### src/rtl/brs_pkg.sv
package brs_pkg;

    // Slot kinds produced by the generator, one per clock of a burst
    typedef enum logic [1:0] {
        GEN_IDLE  = 2'd0,
        GEN_LAT   = 2'd1,
        GEN_DATA  = 2'd2,
        GEN_STALL = 2'd3
    } gen_mode_e;

    // Configuration word layout, MSB first
    typedef struct packed {
        logic [2:0] len_code;
        logic       linear;
        logic       wait_early;
        logic       hold2;
        logic [2:0] lat_code;
        logic       async_mode;
    } cfg_t;

    localparam int CFG_W = $bits(cfg_t);
    localparam int IDX_W = 4;

    localparam cfg_t CFG_RESET = '{
        len_code:   3'b111,
        linear:     1'b1,
        wait_early: 1'b0,
        hold2:      1'b0,
        lat_code:   3'd4,
        async_mode: 1'b1
    };

    // True when the length code is not one of the four defined codes
    function automatic logic len_reserved(input logic [2:0] code);
        return !(code == 3'b001 || code == 3'b010 ||
                 code == 3'b011 || code == 3'b111);
    endfunction

    // Index of the last word of a fixed burst
    function automatic logic [IDX_W-1:0] len_last(input logic [2:0] code);
        case (code)
            3'b001:  return IDX_W'(3);
            3'b010:  return IDX_W'(7);
            default: return IDX_W'(15);
        endcase
    endfunction

    // Stall cycles after each four-word group
    function automatic logic [2:0] stall_count(input logic [2:0] lat, input logic hold);
        if (hold || lat <= 3'd4) return 3'd0;
        return lat - 3'd4;
    endfunction

endpackage

### src/rtl/brs_cfg_reg.sv
// Configuration register with legality decode.
// Assumes writes arrive as whole words; the error flag is a pure decode of
// the stored word, so it follows a write by one clock.
module brs_cfg_reg (
    input  logic                       clk,
    input  logic                       rst_n,
    input  logic                       we,
    input  logic [brs_pkg::CFG_W-1:0]  wdata,
    output brs_pkg::cfg_t              cfg_q,
    output logic                       err
);
    import brs_pkg::*;

    // Holds the configuration word; reset selects page mode
    always_ff @(posedge clk) begin
        if (!rst_n)  cfg_q <= CFG_RESET;
        else if (we) cfg_q <= cfg_t'(wdata);
    end

    // Flags reserved lengths, too-short latency and the unsupported hold combination
    always_comb begin
        err = len_reserved(cfg_q.len_code)
            || (cfg_q.lat_code < 3'd2)
            || (cfg_q.hold2 && cfg_q.lat_code == 3'd2 && cfg_q.wait_early);
    end

endmodule

### src/rtl/brs_word_ram.sv
// Simple synchronous RAM: one write port, one read port with a registered
// output. Assumes the read address is valid one clock before the data is used.
module brs_word_ram #(
    parameter int AW = 8,
    parameter int DW = 16
) (
    input  logic          clk,
    input  logic          we,
    input  logic [AW-1:0] waddr,
    input  logic [DW-1:0] wdata,
    input  logic [AW-1:0] raddr,
    output logic [DW-1:0] rdata
);
    localparam int DEPTH = 1 << AW;

    logic [DW-1:0] mem [DEPTH];

    // Stores a word on a write strobe
    always_ff @(posedge clk) begin
        if (we) mem[waddr] <= wdata;
    end

    // Registers the addressed word
    always_ff @(posedge clk) begin
        rdata <= mem[raddr];
    end

endmodule

### src/rtl/brs_slot_gen.sv
// Slot generator: walks the burst schedule one clock per step. It produces
// latency, data or stall slots and tracks the word address with wrap.
// It runs two slots ahead of the bus. The start step applies the schedule
// once to the state of slot 1, so the register holds slot 2 after the
// address edge. Assumes start and abort are never high together.
module brs_slot_gen #(
    parameter int AW = 8
) (
    input  logic              clk,
    input  logic              rst_n,
    input  logic              start,
    input  logic              abort,
    input  brs_pkg::cfg_t     cfg,
    input  logic [AW-1:0]     start_addr,
    output logic              slot_act,
    output logic              slot_data,
    output logic [AW-1:0]     slot_addr,
    output logic              hold_o,
    output logic              early_o
);
    import brs_pkg::*;

    localparam int IW = IDX_W;

    gen_mode_e     mode_q, mode_d, c_mode;
    logic [2:0]    lat_q, lat_d, c_lat;
    logic [2:0]    stl_q, stl_d, c_stl;
    logic [1:0]    grp_q, grp_d, c_grp;
    logic          half_q, half_d, c_half;
    logic [IW-1:0] idx_q, idx_d, c_idx;
    logic [AW-1:0] addr_q, addr_d, c_addr;

    logic [IW-1:0] last_q, e_last;
    logic          fixed_q, e_fixed;
    logic          wrap_q, e_wrap;
    logic          hold_q, e_hold;
    logic          early_q;
    logic [2:0]    stall_q, e_stall;

    logic [AW-1:0] mask, inc, nxt_addr;

    // Selects the current state: a start replaces it with the slot-1 state
    always_comb begin
        if (start) begin
            e_last  = len_last(cfg.len_code);
            e_fixed = (cfg.len_code != 3'b111);
            e_wrap  = (cfg.len_code != 3'b111) && !cfg.linear;
            e_hold  = cfg.hold2;
            e_stall = stall_count(cfg.lat_code, cfg.hold2);
            c_mode  = GEN_LAT;
            c_lat   = cfg.lat_code - 3'd2;
            c_stl   = 3'd0;
            c_grp   = 2'd0;
            c_half  = 1'b0;
            c_idx   = '0;
            c_addr  = start_addr;
        end else begin
            e_last  = last_q;
            e_fixed = fixed_q;
            e_wrap  = wrap_q;
            e_hold  = hold_q;
            e_stall = stall_q;
            c_mode  = mode_q;
            c_lat   = lat_q;
            c_stl   = stl_q;
            c_grp   = grp_q;
            c_half  = half_q;
            c_idx   = idx_q;
            c_addr  = addr_q;
        end
    end

    // Next word address, folded inside the aligned block when wrapping
    always_comb begin
        mask     = AW'(e_last);
        inc      = c_addr + AW'(1);
        nxt_addr = e_wrap ? ((c_addr & ~mask) | (inc & mask)) : inc;
    end

    // One schedule step from the current slot to the next
    always_comb begin
        mode_d = c_mode;
        lat_d  = c_lat;
        stl_d  = c_stl;
        grp_d  = c_grp;
        half_d = c_half;
        idx_d  = c_idx;
        addr_d = c_addr;
        case (c_mode)
            GEN_LAT: begin
                if (c_lat == 3'd0) begin
                    mode_d = GEN_DATA;
                    idx_d  = '0;
                    grp_d  = 2'd0;
                    half_d = 1'b0;
                end else begin
                    lat_d = c_lat - 3'd1;
                end
            end
            GEN_DATA: begin
                if (e_hold && !c_half) begin
                    half_d = 1'b1;
                end else if (e_fixed && c_idx == e_last) begin
                    mode_d = GEN_IDLE;
                end else if (c_grp == 2'd3 && e_stall != 3'd0) begin
                    mode_d = GEN_STALL;
                    stl_d  = e_stall - 3'd1;
                end else begin
                    idx_d  = c_idx + IW'(1);
                    grp_d  = c_grp + 2'd1;
                    half_d = 1'b0;
                    addr_d = nxt_addr;
                end
            end
            GEN_STALL: begin
                if (c_stl == 3'd0) begin
                    mode_d = GEN_DATA;
                    idx_d  = c_idx + IW'(1);
                    grp_d  = c_grp + 2'd1;
                    half_d = 1'b0;
                    addr_d = nxt_addr;
                end else begin
                    stl_d = c_stl - 3'd1;
                end
            end
            default: mode_d = GEN_IDLE;
        endcase
        if (abort) mode_d = GEN_IDLE;
    end

    // Advances the schedule state
    always_ff @(posedge clk) begin
        if (!rst_n) begin
            mode_q <= GEN_IDLE;
            lat_q  <= 3'd0;
            stl_q  <= 3'd0;
            grp_q  <= 2'd0;
            half_q <= 1'b0;
            idx_q  <= '0;
            addr_q <= '0;
        end else begin
            mode_q <= mode_d;
            lat_q  <= lat_d;
            stl_q  <= stl_d;
            grp_q  <= grp_d;
            half_q <= half_d;
            idx_q  <= idx_d;
            addr_q <= addr_d;
        end
    end

    // Captures the burst configuration at the address edge
    always_ff @(posedge clk) begin
        if (!rst_n) begin
            last_q  <= '0;
            fixed_q <= 1'b0;
            wrap_q  <= 1'b0;
            hold_q  <= 1'b0;
            early_q <= 1'b0;
            stall_q <= 3'd0;
        end else if (start) begin
            last_q  <= e_last;
            fixed_q <= e_fixed;
            wrap_q  <= e_wrap;
            hold_q  <= e_hold;
            early_q <= cfg.wait_early;
            stall_q <= e_stall;
        end
    end

    assign slot_act  = (mode_q != GEN_IDLE);
    assign slot_data = (mode_q == GEN_DATA);
    assign slot_addr = addr_q;
    assign hold_o    = hold_q;
    assign early_o   = early_q;

endmodule

### src/rtl/brs_burst_seq.sv
// Burst read sequencer top. The generator runs two slots ahead. A two-stage
// slot pipeline brings its output to the bus, and the first stage addresses
// the RAM so the registered RAM word lines up with the second stage. WAIT
// looks at stage 2, stage 1 or the generator output, depending on how early
// it must change. Assumes ce, adv and start_addr are synchronous to clk.
module brs_burst_seq #(
    parameter int AW = 8,
    parameter int DW = 16
) (
    input  logic                      clk,
    input  logic                      rst_n,
    input  logic                      cfg_we,
    input  logic [brs_pkg::CFG_W-1:0] cfg_wdata,
    input  logic                      mem_we,
    input  logic [AW-1:0]             mem_waddr,
    input  logic [DW-1:0]             mem_wdata,
    input  logic                      ce,
    input  logic                      adv,
    input  logic [AW-1:0]             start_addr,
    output logic [DW-1:0]             dq_out,
    output logic                      dq_drive,
    output logic                      wait_o,
    output logic                      config_error
);
    import brs_pkg::*;

    cfg_t          cfg;
    logic          cfg_err;
    logic          go, kill;
    logic          g_act, g_data, g_hold, g_early;
    logic [AW-1:0] g_addr;
    logic          p1_act, p1_data, p2_act, p2_data;
    logic [AW-1:0] p1_addr;
    logic [DW-1:0] ram_q;
    logic          lead_act, lead_data;

    brs_cfg_reg u_cfg (
        .clk   (clk),
        .rst_n (rst_n),
        .we    (cfg_we),
        .wdata (cfg_wdata),
        .cfg_q (cfg),
        .err   (cfg_err)
    );

    // Decides between starting a burst and flushing the current one
    always_comb begin
        go   = ce && adv && !cfg.async_mode && !cfg_err;
        kill = !ce || cfg.async_mode || (adv && cfg_err);
    end

    brs_slot_gen #(.AW(AW)) u_gen (
        .clk        (clk),
        .rst_n      (rst_n),
        .start      (go),
        .abort      (kill),
        .cfg        (cfg),
        .start_addr (start_addr),
        .slot_act   (g_act),
        .slot_data  (g_data),
        .slot_addr  (g_addr),
        .hold_o     (g_hold),
        .early_o    (g_early)
    );

    // Carries slots from the generator to the bus; a start loads two latency slots
    always_ff @(posedge clk) begin
        if (!rst_n || kill) begin
            p1_act  <= 1'b0;
            p1_data <= 1'b0;
            p1_addr <= '0;
            p2_act  <= 1'b0;
            p2_data <= 1'b0;
        end else if (go) begin
            p1_act  <= 1'b1;
            p1_data <= 1'b0;
            p1_addr <= start_addr;
            p2_act  <= 1'b1;
            p2_data <= 1'b0;
        end else begin
            p1_act  <= g_act;
            p1_data <= g_data;
            p1_addr <= g_addr;
            p2_act  <= p1_act;
            p2_data <= p1_data;
        end
    end

    brs_word_ram #(.AW(AW), .DW(DW)) u_ram (
        .clk   (clk),
        .we    (mem_we),
        .waddr (mem_waddr),
        .wdata (mem_wdata),
        .raddr (p1_addr),
        .rdata (ram_q)
    );

    // Picks the slot that WAIT reports: now, one clock ahead or two ahead
    always_comb begin
        if (!g_early) begin
            lead_act  = p2_act;
            lead_data = p2_data;
        end else if (g_hold) begin
            lead_act  = g_act;
            lead_data = g_data;
        end else begin
            lead_act  = p1_act;
            lead_data = p1_data;
        end
    end

    // Drives the bus outputs
    always_comb begin
        dq_drive     = p2_act && p2_data;
        dq_out       = dq_drive ? ram_q : '0;
        wait_o       = p2_act && lead_act && !lead_data;
        config_error = cfg_err;
    end

endmodule

### config.mk
export PLATFORM = sky130hd
export DESIGN_NAME = brs_burst_seq
export DESIGN_NICKNAME = d
export VERILOG_FILES = /design/src/rtl/brs_pkg.sv /design/src/rtl/brs_cfg_reg.sv /design/src/rtl/brs_word_ram.sv /design/src/rtl/brs_slot_gen.sv /design/src/rtl/brs_burst_seq.sv
export SDC_FILE = /design/constraint.sdc
export NUM_CORES = 2
export LEC_CHECK = 0
export ABC_CLOCK_PERIOD_IN_PS = 3100
export BUFFER_PORTS_ARGS = -buffer_cell sky130_fd_sc_hd__buf_4
export CORE_MARGIN = 1.5
export CORE_UTILIZATION = 57
export DETAILED_ROUTE_END_ITERATION = 12
export PLACE_DENSITY = 0.76
export SETUP_SLACK_MARGIN = 0.3
export SYNTH_ARGS = -nofsm -noshare
export SYNTH_HDL_FRONTEND = slang
export SYNTH_SLANG_ARGS = --single-unit
export TNS_END_PERCENT = 50
### constraint.sdc
create_clock -name clk -period 3.1 [get_ports clk]
set_input_delay 0.465 -clock clk [delete_from_list [all_inputs] [get_ports clk]]
set_output_delay 0.465 -clock clk [all_outputs]
set_load 0.05 [all_outputs]
==> results.toml <==
[cells_and_area]
instances_no_fill = 12900
synthToLayoutAreaGrowth_pct = 18.4
final_cell_mix = "sky130_fd_sc_hd__edfxtp_1, sky130_fd_sc_hd__mux4_2, sky130_fd_sc_hd__buf_4, sky130_fd_sc_hd__mux2i_1, sky130_fd_sc_hd__clkbuf_16"
fillers = 16500
mostFrequentLayoutCell = "sky130_fd_sc_hd__edfxtp_1"
finalCoreUtilization = 0.678
final_net_count = 8833
fraction_of_layout_cells_with_a_size_suffix_above_1 = 0.310

[critical_path]
crit_type = "flip-flop to flip-flop"
crit_fanout = 7
crit_slowest_cell = "sky130_fd_sc_hd__nor4_2"
required_ps = 3920
timing.critical_path.to_type = "flip-flop"
path_cells = "buf_12 -> buf_6 -> clkbuf_16 -> buf_4 -> buf_16 -> buf_4 -> mux4_2 -> nor3_1 -> nor4_2 -> nand4_1 -> or3_4 -> nor4_2"
cp-start-kind = "flip-flop"
cp_slowest_stage_delay_ps = 700
critical_path_at_ps = 4250

[timing]
rsz0062_at_grt = "yes"
min_period_over_period = 1.11
fmaxAchievable_mhz = 292
skew_ps = 43.8
hold_viol_final = 0
fin_max_slew_vios = 0
final-setup-viol-count = 14
final_period_minus_worst_setup_slack_ps = 3430
worst_slew_margin_rel = 0.210
setup_slack_ps = -329
worst_pin_slew_ps = 1180

[drt]
drt_pre_antenna_iters = 6
drt-wirelength-per-cell_um = 36.0
route.detailed.drc = 0
drt.antenna.violating_nets = 0
routed_via_count = 89000
drt_iter0_markers = 14300
wirelength_um = 463000
route.detailed.vias_per_inst = 6.92

[synthesis]
syn-mean-instance-area_um2 = 20.8
synth_compound_area_frac = 0.0328
synthXorXnorAreaFrac = 0.000489
synth.distinct_cells = 71
synth-adder-area-share = 0.000931
synth_seq_cells = 4168
synth_cells = 7746
synth_flop_cell = "sky130_fd_sc_hd__edfxtp_1"
synth.mux.area_fraction = 0.152
synth_largest_area_cell = "sky130_fd_sc_hd__edfxtp_1"
synth-edff-count = 4096
mappedNetlistArea_um2 = 161000
synth_sequential_area_ratio = 0.771
combinational_family_with_the_most_area_after_synthesis = "multiplexers"
mappedNetlistNets = 7806
synth_top_area_frac = 0.762
synth_async_sr_flop_share = 0
yosys_warnings = 0
synth_area_leaders = "sky130_fd_sc_hd__edfxtp_1, sky130_fd_sc_hd__mux4_2, sky130_fd_sc_hd__mux2i_1"
synthSimpleGateAreaFrac = 0.0266

[die]
floorplan.die_area_um2 = 286000
fp-row-count = 195
io_pins = 67
die-height_um = 535
die_w_um = 535
core-area_um2 = 282000
start_util = 0.572

[pwr]
power.ir.vdd_worst_mv = 0.485
totalPowerFinal_mw = 115
power-per-cell-area_nw_per_um2 = 601
power.static_leakage_nw = 59.4

[global_routing]
antenna_found_initial = 32
first_global_vias = 87600
groute.usage.overall = 0.318
grt_first_pass_wirelength_um = 644000
overflow = 0
grt_max_degree = 122

[cts]
clock-root-buffer = "sky130_fd_sc_hd__clkbuf_16"
cts.sink_count = 4168
worst_skew_pair.late_latency_ps = 930
numCtsBuffers = 406
tritoncts = "yes"
clock_path_buffers = 4
cts.clk_slew.worst_paths_ps = 60
htreeDepth = 5

[place]
numPlacedInstances = 12000
dp.final_hpwl_um = 271000
place.gp.congestion = 1.01
number_of_buffers_inserted_by_port_buffering = 66

[status]
run_status = "finished with violations"
violations = "setup timing"

[job]
maxCapViolations = 0

[min_path]
hold_class = "input pin to flip-flop"
[cell usage after synthesis, types with 7 or more instances]
library cell,count
sky130_fd_sc_hd__o221ai_1,187
sky130_fd_sc_hd__dfxtp_1,72
sky130_fd_sc_hd__buf_2,79
sky130_fd_sc_hd__nor2_1,397
sky130_fd_sc_hd__buf_6,55
sky130_fd_sc_hd__edfxtp_1,4096
sky130_fd_sc_hd__nand4_1,26
sky130_fd_sc_hd__a22oi_1,44
sky130_fd_sc_hd__nor4_1,67
sky130_fd_sc_hd__a221oi_1,22
sky130_fd_sc_hd__a211o_1,7
sky130_fd_sc_hd__ha_1,12
sky130_fd_sc_hd__a22o_1,39
sky130_fd_sc_hd__o21ai_0,66
sky130_fd_sc_hd__o22ai_1,143
sky130_fd_sc_hd__nor2b_1,20
sky130_fd_sc_hd__inv_1,16
sky130_fd_sc_hd__nand2_1,143
sky130_fd_sc_hd__buf_1,53
sky130_fd_sc_hd__mux2i_1,540
sky130_fd_sc_hd__clkbuf_1,220
sky130_fd_sc_hd__mux4_2,843
sky130_fd_sc_hd__a21oi_1,154
sky130_fd_sc_hd__or4_1,7
sky130_fd_sc_hd__or3_1,9
sky130_fd_sc_hd__and2_1,9
sky130_fd_sc_hd__nand2b_1,9
sky130_fd_sc_hd__a211oi_1,16
sky130_fd_sc_hd__buf_4,53
sky130_fd_sc_hd__a31oi_1,9
sky130_fd_sc_hd__nand3_1,37
sky130_fd_sc_hd__o32ai_1,7
sky130_fd_sc_hd__nor3_1,166
sky130_fd_sc_hd__and3_1,22
[critical path, delay by kind of cell (launching register included)]
kind	cells	cell delay, ps
muxes	1	350
and+or+nand+nor	5	1680
buffers and inverters	6	930
DFF	1	360
[cell type report]
type / count / area (um^2) / area share
sequential: 4168 / 124000 / 0.652
clock buffer: 485 / 10800 / 0.0565
tap: 3743 / 4680 / 0.0245
antenna: 16 / 40.0 / 0.000210
inverter: 18 / 85.1 / 0.000446
clock inverter: 255 / 2870 / 0.0150
timing repair buffer: 1085 / 11800 / 0.0617
multi-input combinational: 3094 / 36200 / 0.190
[registers in the layout, indices dropped and copies added, names as in the netlist, 2 cells and up]
signal           count
u_gen.stall_q        3
u_gen.last_q         4
u_ram.mem         4096
u_gen.stl_q          3
u_gen.lat_q          3
u_ram.rdata         16
u_gen.slot_addr      8
u_gen.idx_q          4
u_gen.mode_q         2
u_cfg.cfg_q         10
u_gen.grp_q          2
p1_addr              8
[metrics by stage]
stage | hold slack, ps | setup TNS (ps) | cell area, um^2 | worst slack [ps]
finish | 5.28 | -1540 | 191000 | -329
global route | 2.91 | -1830 | 191000 | -336
CTS | 0.976 | -849 | 189000 | -98.4
detailed placement | 458 | -3660 | 173000 | -471
global placement | 438 | -2570 | 173000 | -358
floorplan | 410 | 0 | 161000 | 184
[worst paths after layout]
check	slack [ps]	start	to	cells past startpoint
max	-330	p1_addr[0]	u_ram.rdata[1]	12
min	5	mem_wdata[8]	u_ram.mem[56][8]	1
max reg2reg	-330	p1_addr[0]	u_ram.rdata[1]	12
min reg2reg	470	u_gen.lat_q[2]	u_gen.lat_q[2]	2
[metal layers]
layer | share of wire | vias up | track usage
met5 | 0.00037 | - | 0
met4 | 0.058 | 28 | 0.167
met3 | 0.13 | 1266 | 0.0827
met2 | 0.48 | 7056 | 0.497
met1 | 0.34 | 46000 | 0.417
li1 | - | 34600 | -
[where the power goes]
part / internal (mW) / total (mW) / switching [mW]
clock network: 29.9 / 51.0 / 21.1
logic: 0.400 / 1.86 / 1.46
registers: 62.0 / 62.0 / 0.0579
total: 92.2 / 115 / 22.6
[cell families (layout without fill, tap and decap cells)]
family                     after synthesis  count (layout)
xor gates and xnor gates                 9               9
muxes                                 1390            1390
DFF                                   4168            4168
adders and majority gates               12              12
buffers and inverters                  484            1843
other                                    0              16
AOI/OAI and AO/OA                      749             749
and+or+nand+nor                        934             934
[repair_timing]
item / in CTS / in global routing
gates cloned: 22 / 6
resized for setup: 243 / 184
endpoints found under the setup margin: 24 / 38
hold endpoints to repair: 110 / 0
setup buffers: 38 / 43
pin swaps: 34 / 62
hold buffers: 35 / 0
(Power assumes the default switching activity.)
